==> src/rtl/usq_pkg.sv <==
// Package: shared widths, microword layout and the microcode generator.
// Assumes a 2-bit opcode and four-word routines laid out back to back.
package usq_pkg;
    localparam int OP_W    = 2;
    localparam int STEP_W  = 2;
    localparam int UA_W    = OP_W + STEP_W;
    localparam int DEPTH   = 1 << UA_W;
    localparam int LAMPS   = 3;
    localparam int WORD_W  = 1 + LAMPS + UA_W;

    // Microword fields, most significant first: source select, lamps, jump.
    typedef struct packed {
        logic              sel_map;
        logic [LAMPS-1:0]  lamp_n;   // {z1, z2, z3}, 0 lights
        logic [UA_W-1:0]   jump;
    } uword_t;

    // Lamp pattern (active low) for routine rt at step st.
    function automatic logic [LAMPS-1:0] lamp_pattern(input int rt, input int st);
        logic [LAMPS-1:0] p;
        p = '1;
        case (rt)
            1: case (st) 0: p = 3'b101; 1: p = 3'b110; 2: p = 3'b011; default: p = 3'b000; endcase
            2: case (st) 0: p = 3'b010; 1: p = 3'b001; 2: p = 3'b100; default: p = 3'b000; endcase
            3: case (st) 0: p = 3'b000; 1: p = 3'b001; 2: p = 3'b011; default: p = 3'b111; endcase
            default: p = 3'b111;
        endcase
        return p;
    endfunction

    // Build the microword stored at address a.
    function automatic uword_t ucode_word(input int a);
        uword_t w;
        int rt;
        int st;
        rt = a >> STEP_W;
        st = a % (1 << STEP_W);
        w.sel_map = (rt == 0) && (st == (1 << STEP_W) - 1);
        w.lamp_n  = lamp_pattern(rt, st);
        w.jump    = (st == (1 << STEP_W) - 1) ? '0 : UA_W'(a + 1);
        return w;
    endfunction
endpackage

==> src/rtl/usq_ctrl_rom.sv <==
// Constant control store: one microword per address, filled from the
// package generator at elaboration. Read is purely combinational.
module usq_ctrl_rom
    import usq_pkg::*;
(
    input  logic [UA_W-1:0] addr,
    output uword_t          word
);
    uword_t rom [DEPTH];

    // Fill each ROM entry from the microcode generator.
    for (genvar i = 0; i < DEPTH; i++) begin : g_word
        assign rom[i] = ucode_word(i);
    end

    // Asynchronous read of the addressed word.
    always_comb word = rom[addr];
endmodule

==> src/rtl/usq_next_addr.sv <==
// Next-address logic: selects the jump field or the mapped opcode start.
// Assumes every routine starts on a multiple of four.
module usq_next_addr
    import usq_pkg::*;
(
    input  uword_t          word,
    input  logic [OP_W-1:0] opcode,
    output logic [UA_W-1:0] next_addr
);
    logic [UA_W-1:0] mapped;

    // Mapping logic: opcode selects its routine base.
    always_comb mapped = {opcode, {STEP_W{1'b0}}};

    // Source multiplexer driven by the microword select bit.
    always_comb next_addr = word.sel_map ? mapped : word.jump;
endmodule

==> src/rtl/usq_addr_reg.sv <==
// Microaddress register with synchronous active-low reset to zero.
module usq_addr_reg
    import usq_pkg::*;
(
    input  logic            clk,
    input  logic            rst_n,
    input  logic [UA_W-1:0] d,
    output logic [UA_W-1:0] q
);
    // Load the next address on every edge, or clear on reset.
    always_ff @(posedge clk) begin
        if (!rst_n) q <= '0;
        else        q <= d;
    end
endmodule

==> src/rtl/usq_sequencer.sv <==
// Top: microaddress register, control ROM and next-address mux.
// Indicator outputs come straight from the current microword (active low).
module usq_sequencer
    import usq_pkg::*;
(
    input  logic            clk,
    input  logic            rst_n,
    input  logic [1:0]      opcode,
    output logic            z1_n,
    output logic            z2_n,
    output logic            z3_n,
    output logic [3:0]      uaddr
);
    logic [UA_W-1:0] cur_addr;
    logic [UA_W-1:0] nxt_addr;
    uword_t          cur_word;

    usq_addr_reg u_reg (.clk(clk), .rst_n(rst_n), .d(nxt_addr), .q(cur_addr));
    usq_ctrl_rom u_rom (.addr(cur_addr), .word(cur_word));
    usq_next_addr u_nxt (.word(cur_word), .opcode(opcode), .next_addr(nxt_addr));

    // Drive the indicator controls and the observation port.
    always_comb begin
        z1_n  = cur_word.lamp_n[2];
        z2_n  = cur_word.lamp_n[1];
        z3_n  = cur_word.lamp_n[0];
        uaddr = cur_addr;
    end
endmodule

==> config.mk <==
export PLATFORM = sky130hd
export DESIGN_NAME = usq_sequencer
export DESIGN_NICKNAME = d
export VERILOG_FILES = /design/src/rtl/usq_pkg.sv /design/src/rtl/usq_ctrl_rom.sv /design/src/rtl/usq_next_addr.sv /design/src/rtl/usq_addr_reg.sv /design/src/rtl/usq_sequencer.sv
export SDC_FILE = /design/constraint.sdc
export NUM_CORES = 1
export LEC_CHECK = 0
export BUFFER_PORTS_ARGS = -buffer_cell sky130_fd_sc_hd__buf_2
export CORE_AREA = 2 2 39 41
export CTS_BUF_LIST = sky130_fd_sc_hd__clkbuf_16
export CTS_CLUSTER_DIAMETER = 120
export DETAILED_ROUTE_END_ITERATION = 16
export DIE_AREA = 0 0 41 43
export GPL_ROUTABILITY_DRIVEN = 0
export PLACE_DENSITY_LB_ADDON = 0.25
export SLEW_MARGIN = 20
export SYNTH_ARGS = -nofsm -noshare
export SYNTH_HDL_FRONTEND = slang
export SYNTH_SLANG_ARGS = --single-unit
export TNS_END_PERCENT = 10
==> constraint.sdc <==
create_clock -name clk -period 1.9 [get_ports clk]
set_clock_uncertainty 0.2 [all_clocks]
set_input_delay 0.38 -clock clk [delete_from_list [all_inputs] [get_ports clk]]
set_output_delay 0.38 -clock clk [all_outputs]
set_load 0.05 [all_outputs]
* Yosys cells after proc, flatten, opt, wreduce, memory -nomap -nowiden
Memory sizes are Yosys's and may differ from the RTL's. Index checks and enable logic that the tools add are counted.
Storage, ports and cells: flip-flop bits (word level) 4, ROM bits 128, memories kept 1, output and inout bits 7, bits of input ports 4, word-level logic and storage cells 10
Cells by class: muxes and demuxes 3, $lt $le $gt $ge 1, bitwise gates (word level) 2, reduce and logical (&&, ||, !) cells 1
Memory list:
- (name not given) | depth 16, width 8, rd ports 1, clocked after Yosys merged registers in 0, write ports 0, RTL line usq_ctrl_rom.sv:17 | always_comb word = rom[addr];
Operator list (count):
- $mux 8 | 2
- $ge 5x5->1 const B | 1
- $not 4->5 | 1
- $mux 4 | 1
- $reduce_or 2->1 | 1
- $not 1->1 | 1

* Longest topological paths before layout
Gate-level depths: netlist (run 1).
depth after elaboration 5, depth in mapped cells 5, gate-level depth less buffers 5

* By module
A second synthesis (run 1) with hierarchy kept.
Unflattened totals: cell total of the unflattened synthesis 36, area total of the unflattened synthesis 325.3 um^2
By module, submodules not included:
- usq_ctrl_rom | area an instance 180.2 um^2, instances 1, cells an instance 24
- usq_addr_reg | area an instance 105.1 um^2, instances 1, cells an instance 8
- usq_next_addr | area an instance 40.0 um^2, instances 1, cells an instance 4

* Least setup slack after synthesis (run 1)
Ideal clock, no wire load.
path type reg2out, start point reg u_reg.q[0], end point out z2_n, data arrival time 1.996 ns, path slack -0.676 ns, stages on the path, launching flop included 5, buffers on the path 0, path through dfxtp_1 inv_1 ha_1 nor2_1 a32oi_1
Between the ends: cells in the longest elaborated chain, start to end 4
Ends and longest elaborated chain:
- start: declaration | RTL line usq_addr_reg.sv:8 | output logic [UA_W-1:0] q
- start signal: assignment | RTL line usq_addr_reg.sv:12 | if (!rst_n) q <= '0;
- start signal: assignment | RTL line usq_addr_reg.sv:13 | else q <= d;
- $not 4->5 (not written as such) | RTL line usq_ctrl_rom.sv:17
- $mem_v2 16x8
- $mux 8 (not written as such) (2 in series) | RTL line usq_ctrl_rom.sv:17
- end: declaration | RTL line usq_sequencer.sv:10 | output logic z2_n,
Every way passes these cells. The select of a mux whose other input is x is not followed.

* Final worst setup path (run 1)
start point reg u_reg.q[1], end point out z1_n
Between the ends: cells in the longest elaborated chain, start to end 4
Ends and longest elaborated chain:
- $not 4->5 (not written as such) | RTL line usq_ctrl_rom.sv:17
- $mem_v2 16x8
- $mux 8 (not written as such) (2 in series) | RTL line usq_ctrl_rom.sv:17
- end: declaration | RTL line usq_sequencer.sv:9 | output logic z1_n,
Every way passes these cells. The select of a mux whose other input is x is not followed.

==> impl_results.md, run 1 <==
* Startpoint Class: register
* Leakage at roughly 0.27 nW
* First-pass GRT wire length at 1324 um
* Cell type with the largest total area after synthesis: sky130_fd_sc_hd__dfxtp_1
* Depth of the worst register-to-register path at 6
* Longest Clk Path Bufs at 2
* Largest register FFs at 4
* Antenna violations before repair at 0
* Crit-path max FO at 4
* Most flop-heavy register: u_reg.q
* Cell variety after synth at 21
* Category of the most critical setup path: reg2out
* Wire length after detailed routing at approximately 840 um
* Hold/Removal Path Class: in2reg
* Result of the run: complete, but fails checks
* Number of synthesized register bits at 4
* End of the worst register-to-register path: u_reg.q[0]$_SDFF_PP0_
* WL/cell at 11.47 um
* Pin count of the biggest net entering global routing at 11
* Post-synthesis area per instance at about 8.8 um2
* Total number of H-tree levels at 1
* Share of post-route cells with drive strength above 1 at 0.6842
* Proportion of synthesized chip area in sequential cells at 0.2520
* Highest layer used for signal routing: met4
* Signal arrival time at the worst endpoint at between 1000 and 1500 ps
* Count of hold buffers inserted by post-cts repair at 0
* Cell chosen for the clock root: sky130_fd_sc_hd__clkbuf_16
* Capture point of the critical path: z1_n
* Worst R2R Start: u_reg.q[1]$_SDFF_PP0_
* Delay of the slowest critical-path stage at ~360 ps
* Count of input and output buffers at 10
* Sinks on the clock net at 4
* CTS tree: yes
* Unrepaired setup endpoints after global routing: yes
* Worst-Skew Late Latency at approximately 230 ps
* Critical-path cell list: ha_4, or2b_1, o21ai_1, buf_4, a21oi_4, buf_6
* Pins Over Slew Limit at 0
* Proportion of netlist area held by the largest area contributor at 0.2520
* Starting density of the core at 0.2297
* Period utilisation layout at 1.029
* Length of routed met3 wiring at ~39 um
* Placed inst area at about 480 um2
* Number of iterations in the first detailed-routing pass at 1
* Number of hold violations in the final report at 0
* Iteration-0 DRC count of the detailed router at 0
* Post-layout total power at ~820 uW
* Post-route standard cell area excluding fillers at about 640 um2
* Worst slew pin tran at 352.4 ps
* ANT nets after route at 0
* Mapped cell area at roughly 320 um2
* Final critical-path required period at slightly below 2000 ps
* Area of combinational cells with multiple inputs at ~300 um2
* Number of global-route vias before repair at 313
* Detailed placer's ending HPWL at ~560 um
* Net Count, Synth at 43
* Area enclosed by the die boundary at between 0.0015 and 0.002 mm2
* Worst relative slew slack at 0.7648
* Met2 WL at about 370 um
* Number of nets in the layout at 66
* Register-to-register setup slack at 380 ps
* Placeable Area at 0.001384 mm2
* Registers with the highest flip-flop counts: u_reg.q (4)
* Synth top area cells: sky130_fd_sc_hd__dfxtp_1, sky130_fd_sc_hd__ha_1, sky130_fd_sc_hd__buf_6, sky130_fd_sc_hd__o311ai_2, sky130_fd_sc_hd__nand2_1
* Required @ worst endpoint at between 1000 and 1500 ps
* F_max at a little over 0.5 GHz
* Die W at 41 um
* Ratio of total power to cell area at ~1300 mW/mm2
* Violated checks: negative setup slack
* Max Cap Violations at 0
* Start point of the critical path: u_reg.q[1]$_SDFF_PP0_
* Worst-path cell with the longest stage delay: sky130_fd_sc_hd__dfxtp_4
* Number of filler cells placed in the layout at between 100 and 150
* # IOs at 11
* Die Y-Extent at 43 um
* Final setup margin at -54.36 ps
* Post-Place Worst Slack at ~62 ps
* Min-delay src: opcode[0]
* Clock slew at the register clock pins of the worst setup and hold paths at around 30 ps
* Mapped Cells at 36
* Worst Setup End Kind: output port
* Total congestion overflow at 0
* Num rows at 14
* Via count at about 330
* Routed via count divided by cell count at approximately 4.5
* Post-Route M1 WL at around 400 um
* Setup violators final at 3
* Number of diodes at 0
* Num CTS Buffers at 3
* Area used by sequential logic in the layout at a little under 90 um2
* Post-route DRC at 0
* Total routing usage reported by global routing at 0.1202
* VDD IR max at approximately 0.54 mV
* Growth of design area from synthesis to finish at 102.4%
* YS warnings at 0
==> logic make-up (layout without fill, tap and decap cells) <==
| family | after synthesis | in the layout | share of synthesized area |
|---|---|---|---|
| simple gates | 14 | 14 | 0.2835 |
| compound gates | 10 | 10 | 0.2402 |
| buf+inv | 5 | 26 | 0.1063 |
| flops | 4 | 4 | 0.2520 |
| fa+ha+maj | 3 | 3 | 0.1181 |
==> where the power goes <==
| part | leakage [nW] | switching, mW | internal [mW] |
|---|---|---|---|
| clock | 0.0370 | 0.0662 | 0.270 |
| combinational | 0.197 | 0.190 | 0.155 |
| sequential | 0.0345 | 0.0294 | 0.105 |
| total | 0.268 | 0.286 | 0.530 |
==> cell type report <==
type	count	area share
repair buffers	20	0.2237
clock buffers	3	0.1167
well taps	16	0.03113
inverters	3	0.02140
multi-input cells	27	0.4689
flip-flops and latches	4	0.1381
==> metrics by stage <==
stage / util / TNS (ps) / cells / hold slack (ps)
after floorplan: - / 0 / 36 / 291.0
after global placement: 0.3454 / 0 / 67 / 420.7
after detailed placement: 0.3454 / 0 / 67 / 425.3
after CTS: 0.4575 / -139.1 / 72 / 194.1
after global routing: 0.4647 / -210.6 / 73 / 217.6
final: 0.4647 / -96.21 / 73 / 193.0
==> layout by cell type (no fill, tap or decap) <==
| master | synthesis | routed |
|---|---|---|
| sky130_fd_sc_hd__a32oi_4 | 0 | 1 |
| sky130_fd_sc_hd__nor2b_1 | 1 | 1 |
| sky130_fd_sc_hd__buf_6 | 2 | 3 |
| sky130_fd_sc_hd__inv_2 | 0 | 1 |
| sky130_fd_sc_hd__nor3b_2 | 1 | 1 |
| sky130_fd_sc_hd__dfxtp_1 | 4 | 1 |
| sky130_fd_sc_hd__inv_4 | 0 | 1 |
| sky130_fd_sc_hd__o21a_1 | 1 | 1 |
| sky130_fd_sc_hd__a21oi_1 | 2 | 1 |
| sky130_fd_sc_hd__nand2b_1 | 1 | 1 |
| sky130_fd_sc_hd__dfxtp_2 | 0 | 1 |
| sky130_fd_sc_hd__a21oi_4 | 0 | 1 |
| sky130_fd_sc_hd__a21boi_1 | 1 | 1 |
| sky130_fd_sc_hd__clkbuf_16 | 0 | 3 |
| sky130_fd_sc_hd__o311ai_2 | 1 | 1 |
| sky130_fd_sc_hd__o21ai_0 | 2 | 1 |
| sky130_fd_sc_hd__dfxtp_4 | 0 | 2 |
| sky130_fd_sc_hd__o211a_1 | 1 | 1 |
| sky130_fd_sc_hd__nor3_2 | 1 | 1 |
| sky130_fd_sc_hd__a31oi_4 | 0 | 1 |
| sky130_fd_sc_hd__buf_4 | 0 | 10 |
| sky130_fd_sc_hd__nor2_1 | 3 | 3 |
| sky130_fd_sc_hd__nor4b_4 | 0 | 1 |
| sky130_fd_sc_hd__inv_1 | 3 | 1 |
| sky130_fd_sc_hd__or2b_1 | 1 | 1 |
| sky130_fd_sc_hd__ha_4 | 0 | 3 |
| sky130_fd_sc_hd__and4bb_2 | 1 | 1 |
| sky130_fd_sc_hd__buf_2 | 0 | 7 |
| sky130_fd_sc_hd__o21ai_1 | 0 | 1 |
| sky130_fd_sc_hd__nand2_1 | 4 | 4 |
==> layer usage <==
layer  GRT usage  vias up
li1            -      169
met1      0.1438      146
met2      0.1594        9
met3     0.04712        2
met4      0.1000        0
met5           0        -
==> timing repair <==
action / 4_1_cts / 5_1_grt
pin swaps: 1 / 0
gates cloned: 0 / 0
setup buffers: 2 / 1
resized for setup: 15 / 2
endpoints found under the setup margin: 3 / 3
==> synthesized netlist by cell type <==
cell type,instances
sky130_fd_sc_hd__nand2_1,4
sky130_fd_sc_hd__buf_6,2
sky130_fd_sc_hd__nor3_2,1
sky130_fd_sc_hd__nor2b_1,1
sky130_fd_sc_hd__or2b_1,1
sky130_fd_sc_hd__nor4b_1,1
sky130_fd_sc_hd__nor2_1,3
sky130_fd_sc_hd__and4bb_2,1
sky130_fd_sc_hd__ha_1,3
sky130_fd_sc_hd__nand2b_1,1
sky130_fd_sc_hd__a21boi_1,1
sky130_fd_sc_hd__inv_1,3
sky130_fd_sc_hd__o21ai_0,2
sky130_fd_sc_hd__a32oi_1,1
sky130_fd_sc_hd__a21oi_1,2
sky130_fd_sc_hd__o211a_1,1
sky130_fd_sc_hd__nor3b_2,1
sky130_fd_sc_hd__a31oi_1,1
sky130_fd_sc_hd__o21a_1,1
sky130_fd_sc_hd__dfxtp_1,4
sky130_fd_sc_hd__o311ai_2,1
==> how the worst min path moves through the flow <==
stage / endpoint / slack (ps) / cells after the start
floorplan: u_reg.q[1]$_SDFF_PP0_ / 290 / 2
global placement: u_reg.q[2]$_SDFF_PN0_ / 420 / 3
detailed placement: u_reg.q[2]$_SDFF_PN0_ / 430 / 3
CTS: u_reg.q[2]$_SDFF_PN0_ / 190 / 3
global route: u_reg.q[2]$_SDFF_PN0_ / 220 / 3
finish: u_reg.q[2]$_SDFF_PN0_ / 190 / 3
==> worst max-delay path: cells and delay by family (launching register included) <==
| kind | cells | cell delay, ps |
|---|---|---|
| compound gates | 2 | 120 |
| fa+ha+maj | 1 | 150 |
| buf+inv | 2 | 280 |
| flops | 1 | 360 |
| simple gates | 1 | 230 |
No activity file was read; power rests on OpenSTA's default activity.
==> run 2, diff against run 1 <==
--- a/config.mk
+++ b/config.mk
@@ -13,6 +13,7 @@
 export DIE_AREA = 0 0 41 43
 export GPL_ROUTABILITY_DRIVEN = 0
 export PLACE_DENSITY_LB_ADDON = 0.25
+export SETUP_SLACK_MARGIN = 0.1
 export SLEW_MARGIN = 20
 export SYNTH_ARGS = -nofsm -noshare
 export SYNTH_HDL_FRONTEND = slang
==> run 2 against run 1 <==
- the flow still finishes with violations (negative setup slack)
- critical path type unchanged
- sequential cell count is the same
- via count shrank 3.1%
- sequential power grew 8%
- die area is the same
- clock-buffer cell count is the same
- register-to-register slack is essentially flat
- critical endpoint is now z2_n
- global-route usage shrank 0.21 points
- sequential share of layout area grew 0.85 points
- cell area shrank 4.5%
- power shrank 3.7%
- final cell count shrank 6.8%
- routed wire length grew 2.5%
==> impl_results.md, run 2 (synthesis gave the netlist of run 1 again) <==
* Longest Clk Path Bufs at 2
* Startpoint Class: register
* ANT nets after route at 0
* Total congestion overflow at 0
* Top library cells by usage in the layout, fill and taps aside: sky130_fd_sc_hd__buf_2, sky130_fd_sc_hd__buf_4
* Die W at slightly above 40 um
* Required @ worst endpoint at between 1000 and 1500 ps
* Unrepaired setup endpoints after global routing: yes
* Count of hold buffers inserted by post-cts repair at 0
* Depth of the worst register-to-register path at 5
* Number of diodes at 0
* Area enclosed by the die boundary at approximately 0.0018 mm2
* Count of input and output buffers at 10
* Violated checks: negative setup slack
* Signal arrival time at the worst endpoint at around 1400 ps
* # IOs at 11
* Detailed placer's ending HPWL at between 500 and 600 um
* Area used by sequential logic in the layout at 90.09 um2
* CTS tree: yes
* Final critical-path required period at between 1500 and 2000 ps
* VDD IR max at about 0.71 mV
* Setup TNS at -50.65 ps
* Worst-Skew Late Latency at 220 ps
* Largest register FFs at 4
* Pins Over Slew Limit at 0
* Total routing usage reported by global routing at 0.1181
* Die Y-Extent at 43 um
* Most common library cell in the layout ignoring fill and taps: sky130_fd_sc_hd__buf_2
* Number of filler cells placed in the layout at 138
* Registers with the highest flip-flop counts: u_reg.q (4)
* Via count at between 300 and 400
* Final standard cell utilization of the core at 0.4439
* Area of combinational cells with multiple inputs at approximately 310 um2
* Worst Hold End: u_reg.q[2]$_SDFF_PN0_
* WL/cell at 12.62 um
* Delay of the slowest critical-path stage at 400 ps
* Placeable Area at between 0.001 and 0.0015 mm2
* Final setup margin at -26.37 ps
* Growth of design area from synthesis to finish at 93.31%
* Number of nets in the layout at 60
* Crit-path max FO at 5
* Worst slew pin tran at 340.0 ps
* Leakage at 0.2468 nW
* Num rows at 14
* Routed via count divided by cell count at approximately 4.6
* Pin count of the biggest net entering global routing at 12
* Hold/Removal Path Class: in2reg
* Result of the run: complete, but fails checks
* Clock slew at the register clock pins of the worst setup and hold paths at around 30 ps
* Cells on Worst Hold Path at 3
* Period utilisation layout at 1.014
* Share of post-route cells with drive strength above 1 at 0.7115
* Max Cap Violations at 0
* Cell chosen for the clock root: sky130_fd_sc_hd__clkbuf_16
* Antenna violations before repair at 0
* Most flop-heavy register: u_reg.q
* Min-delay src: opcode[0]
* Number of global-route vias before repair at 332
* Ratio of total power to cell area at approximately 1300 mW/mm2
* Starting density of the core at 0.2297
* Wire length after detailed routing at ~860 um
* First-pass GRT wire length at ~1400 um
* End of the worst register-to-register path: u_reg.q[0]$_SDFF_PP0_
* Critical-path cell list: inv_4, ha_4, nor2_2, a32oi_4, buf_6
* Category of the most critical setup path: reg2out
* Register-to-register setup slack at 390 ps
* Setup violators final at 3
* Worst Setup End Kind: output port
* Number of iterations in the first detailed-routing pass at 4
* Post-layout total power at ~790 uW
* Worst R2R Start: u_reg.q[1]$_SDFF_PP0_
* Worst relative slew slack at 0.7734
* F_max at 0.5191 GHz
* Total number of H-tree levels at 1
* Post-route DRC at 0
* Iteration-0 DRC count of the detailed router at 4
* Num CTS Buffers at 3
* Sinks on the clock net at 4
* Number of hold violations in the final report at 0
* Worst-path cell with the longest stage delay: sky130_fd_sc_hd__dfxtp_4
run 2: changes by cell type in the layout (fill, tap and decap cells not counted):
cell | previous run | this run
sky130_fd_sc_hd__buf_4 | 10 | 4
sky130_fd_sc_hd__dfxtp_1 | 1 | 0
sky130_fd_sc_hd__dfxtp_2 | 1 | 2
sky130_fd_sc_hd__inv_1 | 1 | 2
sky130_fd_sc_hd__inv_2 | 1 | 0
sky130_fd_sc_hd__inv_4 | 1 | 2
sky130_fd_sc_hd__nand2_1 | 4 | 3
sky130_fd_sc_hd__nand2_2 | 0 | 1
sky130_fd_sc_hd__nor2_1 | 3 | 2
sky130_fd_sc_hd__nor2_2 | 0 | 1
sky130_fd_sc_hd__o21ai_1 | 1 | 0
sky130_fd_sc_hd__o21ai_2 | 0 | 1
run 2: critical path, delay by kind of cell (launching register included):
family / cells / cell delay [ps]
flip-flops: 1 / 400
adder cells (fa/ha/maj): 1 / 260
buffers and inverters: 2 / 240
AO/OA/AOI/OAI: 1 / 180
AND/OR/NAND/NOR: 1 / 40
run 2: area by class of cell:
| cell class | count | share of cell area |
|---|---|---|
| Clock buffer | 3 | 0.1222 |
| Inverter | 3 | 0.02648 |
| Multi-Input combinational cell | 27 | 0.5051 |
| Sequential cell | 4 | 0.1466 |
| Timing Repair Buffer | 14 | 0.1609 |
| Clock inverter | 1 | 0.006110 |
| Tap cell | 16 | 0.03259 |
run 2: repair_timing:
action                                  4_1_cts  5_1_grt
pin swaps                                     4        0
endpoints found under the setup margin        3        3
setup buffers                                 3        0
resized for setup                            13        1
run 2: how the worst max path moves through the flow:
stage / from / to / slack (ps)
finish: u_reg.q[1]$_SDFF_PP0_ / z2_n / -30
global route: u_reg.q[1]$_SDFF_PP0_ / z2_n / -70
CTS: u_reg.q[1]$_SDFF_PP0_ / z2_n / -30
detailed placement: u_reg.q[0]$_SDFF_PP0_ / z3_n / 50
global placement: u_reg.q[0]$_SDFF_PP0_ / z3_n / 60
floorplan: u_reg.q[2]$_SDFF_PN0_ / z2_n / 80
run 2: where the power goes:
part	switching (mW)	internal, mW	total [mW]
combinational	0.181	0.129	0.310
sequential	0.0400	0.105	0.145
clock	0.0593	0.272	0.331
run 2: metrics by stage:
stage	hold WS, ps	area (um2)	worst slack, ps	std cells
2_1_floorplan	290.6	404.1	82.51	36
3_3_place_gp	422.2	459.2	57.88	61
3_5_place_dp	430.3	459.2	46.41	61
4_1_cts	202.1	611.8	-33.42	68
5_1_grt	215.3	614.3	-69.33	68
6_report	198.7	614.3	-26.37	68
run 2: routing by layer:
layer	global-route usage	share of wire	vias to the layer above
li1	-	-	161
met1	0.1274	0.42	149
met2	0.1969	0.55	6
met3	0.03141	0.024	0
met4	0.06000	0	0
met5	0	0	-
==> run 3, diff against run 2 <==
--- a/config.mk
+++ b/config.mk
@@ -5,6 +5,7 @@
 export SDC_FILE = /design/constraint.sdc
 export NUM_CORES = 1
 export LEC_CHECK = 0
+export ABC_AREA = 1
 export BUFFER_PORTS_ARGS = -buffer_cell sky130_fd_sc_hd__buf_2
 export CORE_AREA = 2 2 39 41
 export CTS_BUF_LIST = sky130_fd_sc_hd__clkbuf_16
==> run 3 against run 2 <==
- the run now ends clean
- maximum frequency rose by 4.2%
- power fell by 9.5%
- sequential share of layout area rose by 2.0 points
- critical endpoint unchanged
==> impl_results.md, run 3 <==
* Category of the most critical setup path: reg2out
* Count of input and output buffers at 10
* Worst Setup End Kind: output port
* Net Count, Synth at between 40 and 50
* Period utilisation layout at 0.9733
* Die W at 41 um
* Setup TNS at 0 ps
* Number of synthesized register bits at 4
* CTS tree: yes
* Number of nets in the layout at 66
* Top FF cell, synth: sky130_fd_sc_hd__dfxtp_1
* Count of flip-flops with a built-in enable after synthesis at 0
* Total congestion overflow at 0
* Top library cells by usage in the layout, fill and taps aside: sky130_fd_sc_hd__nand2_1, sky130_fd_sc_hd__buf_2
* Proportion of netlist area held by the largest area contributor at 0.2963
* Wire length after detailed routing at ~800 um
* Routed via count divided by cell count at 4.384
* Cell chosen for the clock root: sky130_fd_sc_hd__clkbuf_16
* Iteration-0 DRC count of the detailed router at 4
* Mapped Cells at 41
* Registers with the highest flip-flop counts: u_reg.q (4)
* Proportion of synthesized chip area in sequential cells at 0.2963
* Crit-path max FO at 4
* Met3 demand-to-capacity share in global routing at 0.03141
* Area enclosed by the die boundary at around 0.0018 mm2
* Number of iterations in the first detailed-routing pass at 4
* Startpoint Class: register
* Fraction of registers with async set/reset at 0
* Required @ worst endpoint at approximately 1300 ps
* Area share of and/or/nand/nor cells after synthesis at 0.3194
* Worst relative slew slack at 0.8373
* Antenna violations before repair at 0
* Post-layout total power at 711.7 uW
* Largest register FFs at 4
* Number of hold violations in the final report at 0
* Share of post-route cells with drive strength above 1 at 0.6140
* Signal arrival time at the worst endpoint at between 1000 and 1500 ps
* Total routing usage reported by global routing at 0.1145
* Cell variety after synth at 14
* Longest Clk Path Bufs at 2
* Busiest layer in global routing: met2
* F_max at ~0.54 GHz
* Pins Over Slew Limit at 0
* Ratio of total power to cell area at approximately 1300 mW/mm2
* YS warnings at 0
* Largest family of logic cells by synthesized area: simple AND/OR/NAND/NOR gates
* Die Y-Extent at ~43 um
* Share of the synthesized area in compound gates (AO/OA/AOI/OAI) at 0.1481
* Final critical-path required period at 1849 ps
* Fraction of synthesized cell area in xor and xnor cells at 0
* Dominant cell by count in the synthesized netlist: sky130_fd_sc_hd__nand2_1
* Num CTS Buffers at 3
* Number of global-route vias before repair at 313
* Starting density of the core at 0.1953
* Hold/Removal Path Class: in2reg
* Worst slew pin tran at around 240 ps
* WL/cell at 10.85 um
* Leakage at about 0.23 nW
* Met2 Usage GRT at 0.1688
* Most frequent cells after synthesis: sky130_fd_sc_hd__nand2_1, sky130_fd_sc_hd__inv_1, sky130_fd_sc_hd__dfxtp_1, sky130_fd_sc_hd__nor2_1
* Synth top area cells: sky130_fd_sc_hd__dfxtp_1, sky130_fd_sc_hd__ha_1, sky130_fd_sc_hd__nand2_1, sky130_fd_sc_hd__inv_1, sky130_fd_sc_hd__a21oi_1
* Most flop-heavy register: u_reg.q
* Result of the run: finished, final reports clean
* Post-route DRC at 0
* Post-synthesis area per instance at about 6.6 um2
* Mapped cell area at approximately 270 um2
* Growth of design area from synthesis to finish at 100.0%
* Detailed placer's ending HPWL at between 400 and 500 um
* Met1 capacity usage during global routing at 0.1254
* Worst-Skew Late Latency at roughly 230 ps
* Count of hold buffers inserted by post-cts repair at 0
* Unrepaired setup endpoints after global routing: yes
* Num rows at 14
* Most common library cell in the layout ignoring fill and taps: sky130_fd_sc_hd__nand2_1
* Adder-cell share of the synthesized area at 0.1389
* Cell type with the largest total area after synthesis: sky130_fd_sc_hd__dfxtp_1
* Via count at between 300 and 400
* Total number of H-tree levels at 1
* Max Cap Violations at 0
* Sinks on the clock net at 4
* # IOs at 11
* Share of cell area taken by muxes after synthesis at 0
* Clock slew at the register clock pins of the worst setup and hold paths at ~30 ps
* Setup violators final at 0
* Number of diodes at 0
* Pin count of the biggest net entering global routing at 8
* VDD IR max at a little under 0.5 mV
* First-pass GRT wire length at about 1300 um
* ANT nets after route at 0
* Placeable Area at between 0.001 and 0.0015 mm2
[run 3: repair_timing]
item                       in CTS  in global routing
buffers inserted                2                  1
gates resized for setup        20                  1
setup endpoints to repair       3                  3
pin swaps                       3                  1
[run 3: kinds of logic after synthesis]
family                     Yosys count
buffers and inverters                7
DFF                                  4
AOI/OAI and AO/OA                    7
and+or+nand+nor                     20
adders and majority gates            3
[run 3: power by group]
| part | total, mW | leakage, nW | internal (mW) | switching (mW) |
|---|---|---|---|---|
| Combinational | 0.248 | 0.156 | 0.101 | 0.147 |
| Clock | 0.332 | 0.0370 | 0.269 | 0.0628 |
| Sequential | 0.131 | 0.0350 | 0.103 | 0.0287 |
| Total | 0.712 | 0.228 | 0.473 | 0.239 |
[run 3: metal layers]
layer / share of wire / wire, um
met5: 0 / 0
met2: 0.52 / 410
met3: 0.054 / 43
met4: 0.024 / 19
met1: 0.40 / 318
[run 3: metrics by stage]
| stage | hold WS, ps | cell area (um2) | std cells | utilization | setup WS (ps) |
|---|---|---|---|---|---|
| 2_1_floorplan | 304.2 | 294.0 | 41 | - | 6.886 |
| 3_3_place_gp | 317.5 | 364.1 | 67 | 0.2631 | 114.7 |
| 3_5_place_dp | 309.7 | 364.1 | 67 | 0.2631 | 140.1 |
| 4_1_cts | 198.3 | 530.5 | 72 | 0.3834 | 58.18 |
| 5_1_grt | 214.7 | 540.5 | 73 | 0.3906 | 28.19 |
| 6_report | 198.2 | 540.5 | 73 | 0.3906 | 50.78 |
[run 3: path summary, 6_finish.rpt]
check | from | endpoint | slack (ps) | cells past startpoint
setup / recovery | u_reg.q[0]$_SDFF_PP0_ | z2_n | 50 | 5
setup reg to reg | u_reg.q[1]$_SDFF_PP0_ | u_reg.q[0]$_SDFF_PP0_ | 680 | 6
hold reg to reg | u_reg.q[3]$_SDFF_PN0_ | u_reg.q[3]$_SDFF_PN0_ | 320 | 2
hold / removal | rst_n | u_reg.q[3]$_SDFF_PN0_ | 200 | 3
[run 3: critical path, cell delays in order (launching register included)]
cell and delay [ps]:
sky130_fd_sc_hd__dfxtp_4 370, sky130_fd_sc_hd__inv_2 70, sky130_fd_sc_hd__ha_4 270, sky130_fd_sc_hd__nor2_2 40, sky130_fd_sc_hd__o21ai_4 120, sky130_fd_sc_hd__buf_6 170
[run 3: final cells by class]
type | count | area, um2
Sequential cell | 4 | 90.09
Clock buffer | 3 | 75.07
Multi-Input combinational cell | 30 | 231.5
Inverter | 7 | 28.78
Fill cell | 145 | 843.3
Tap cell | 16 | 20.02
Timing Repair Buffer | 13 | 95.09
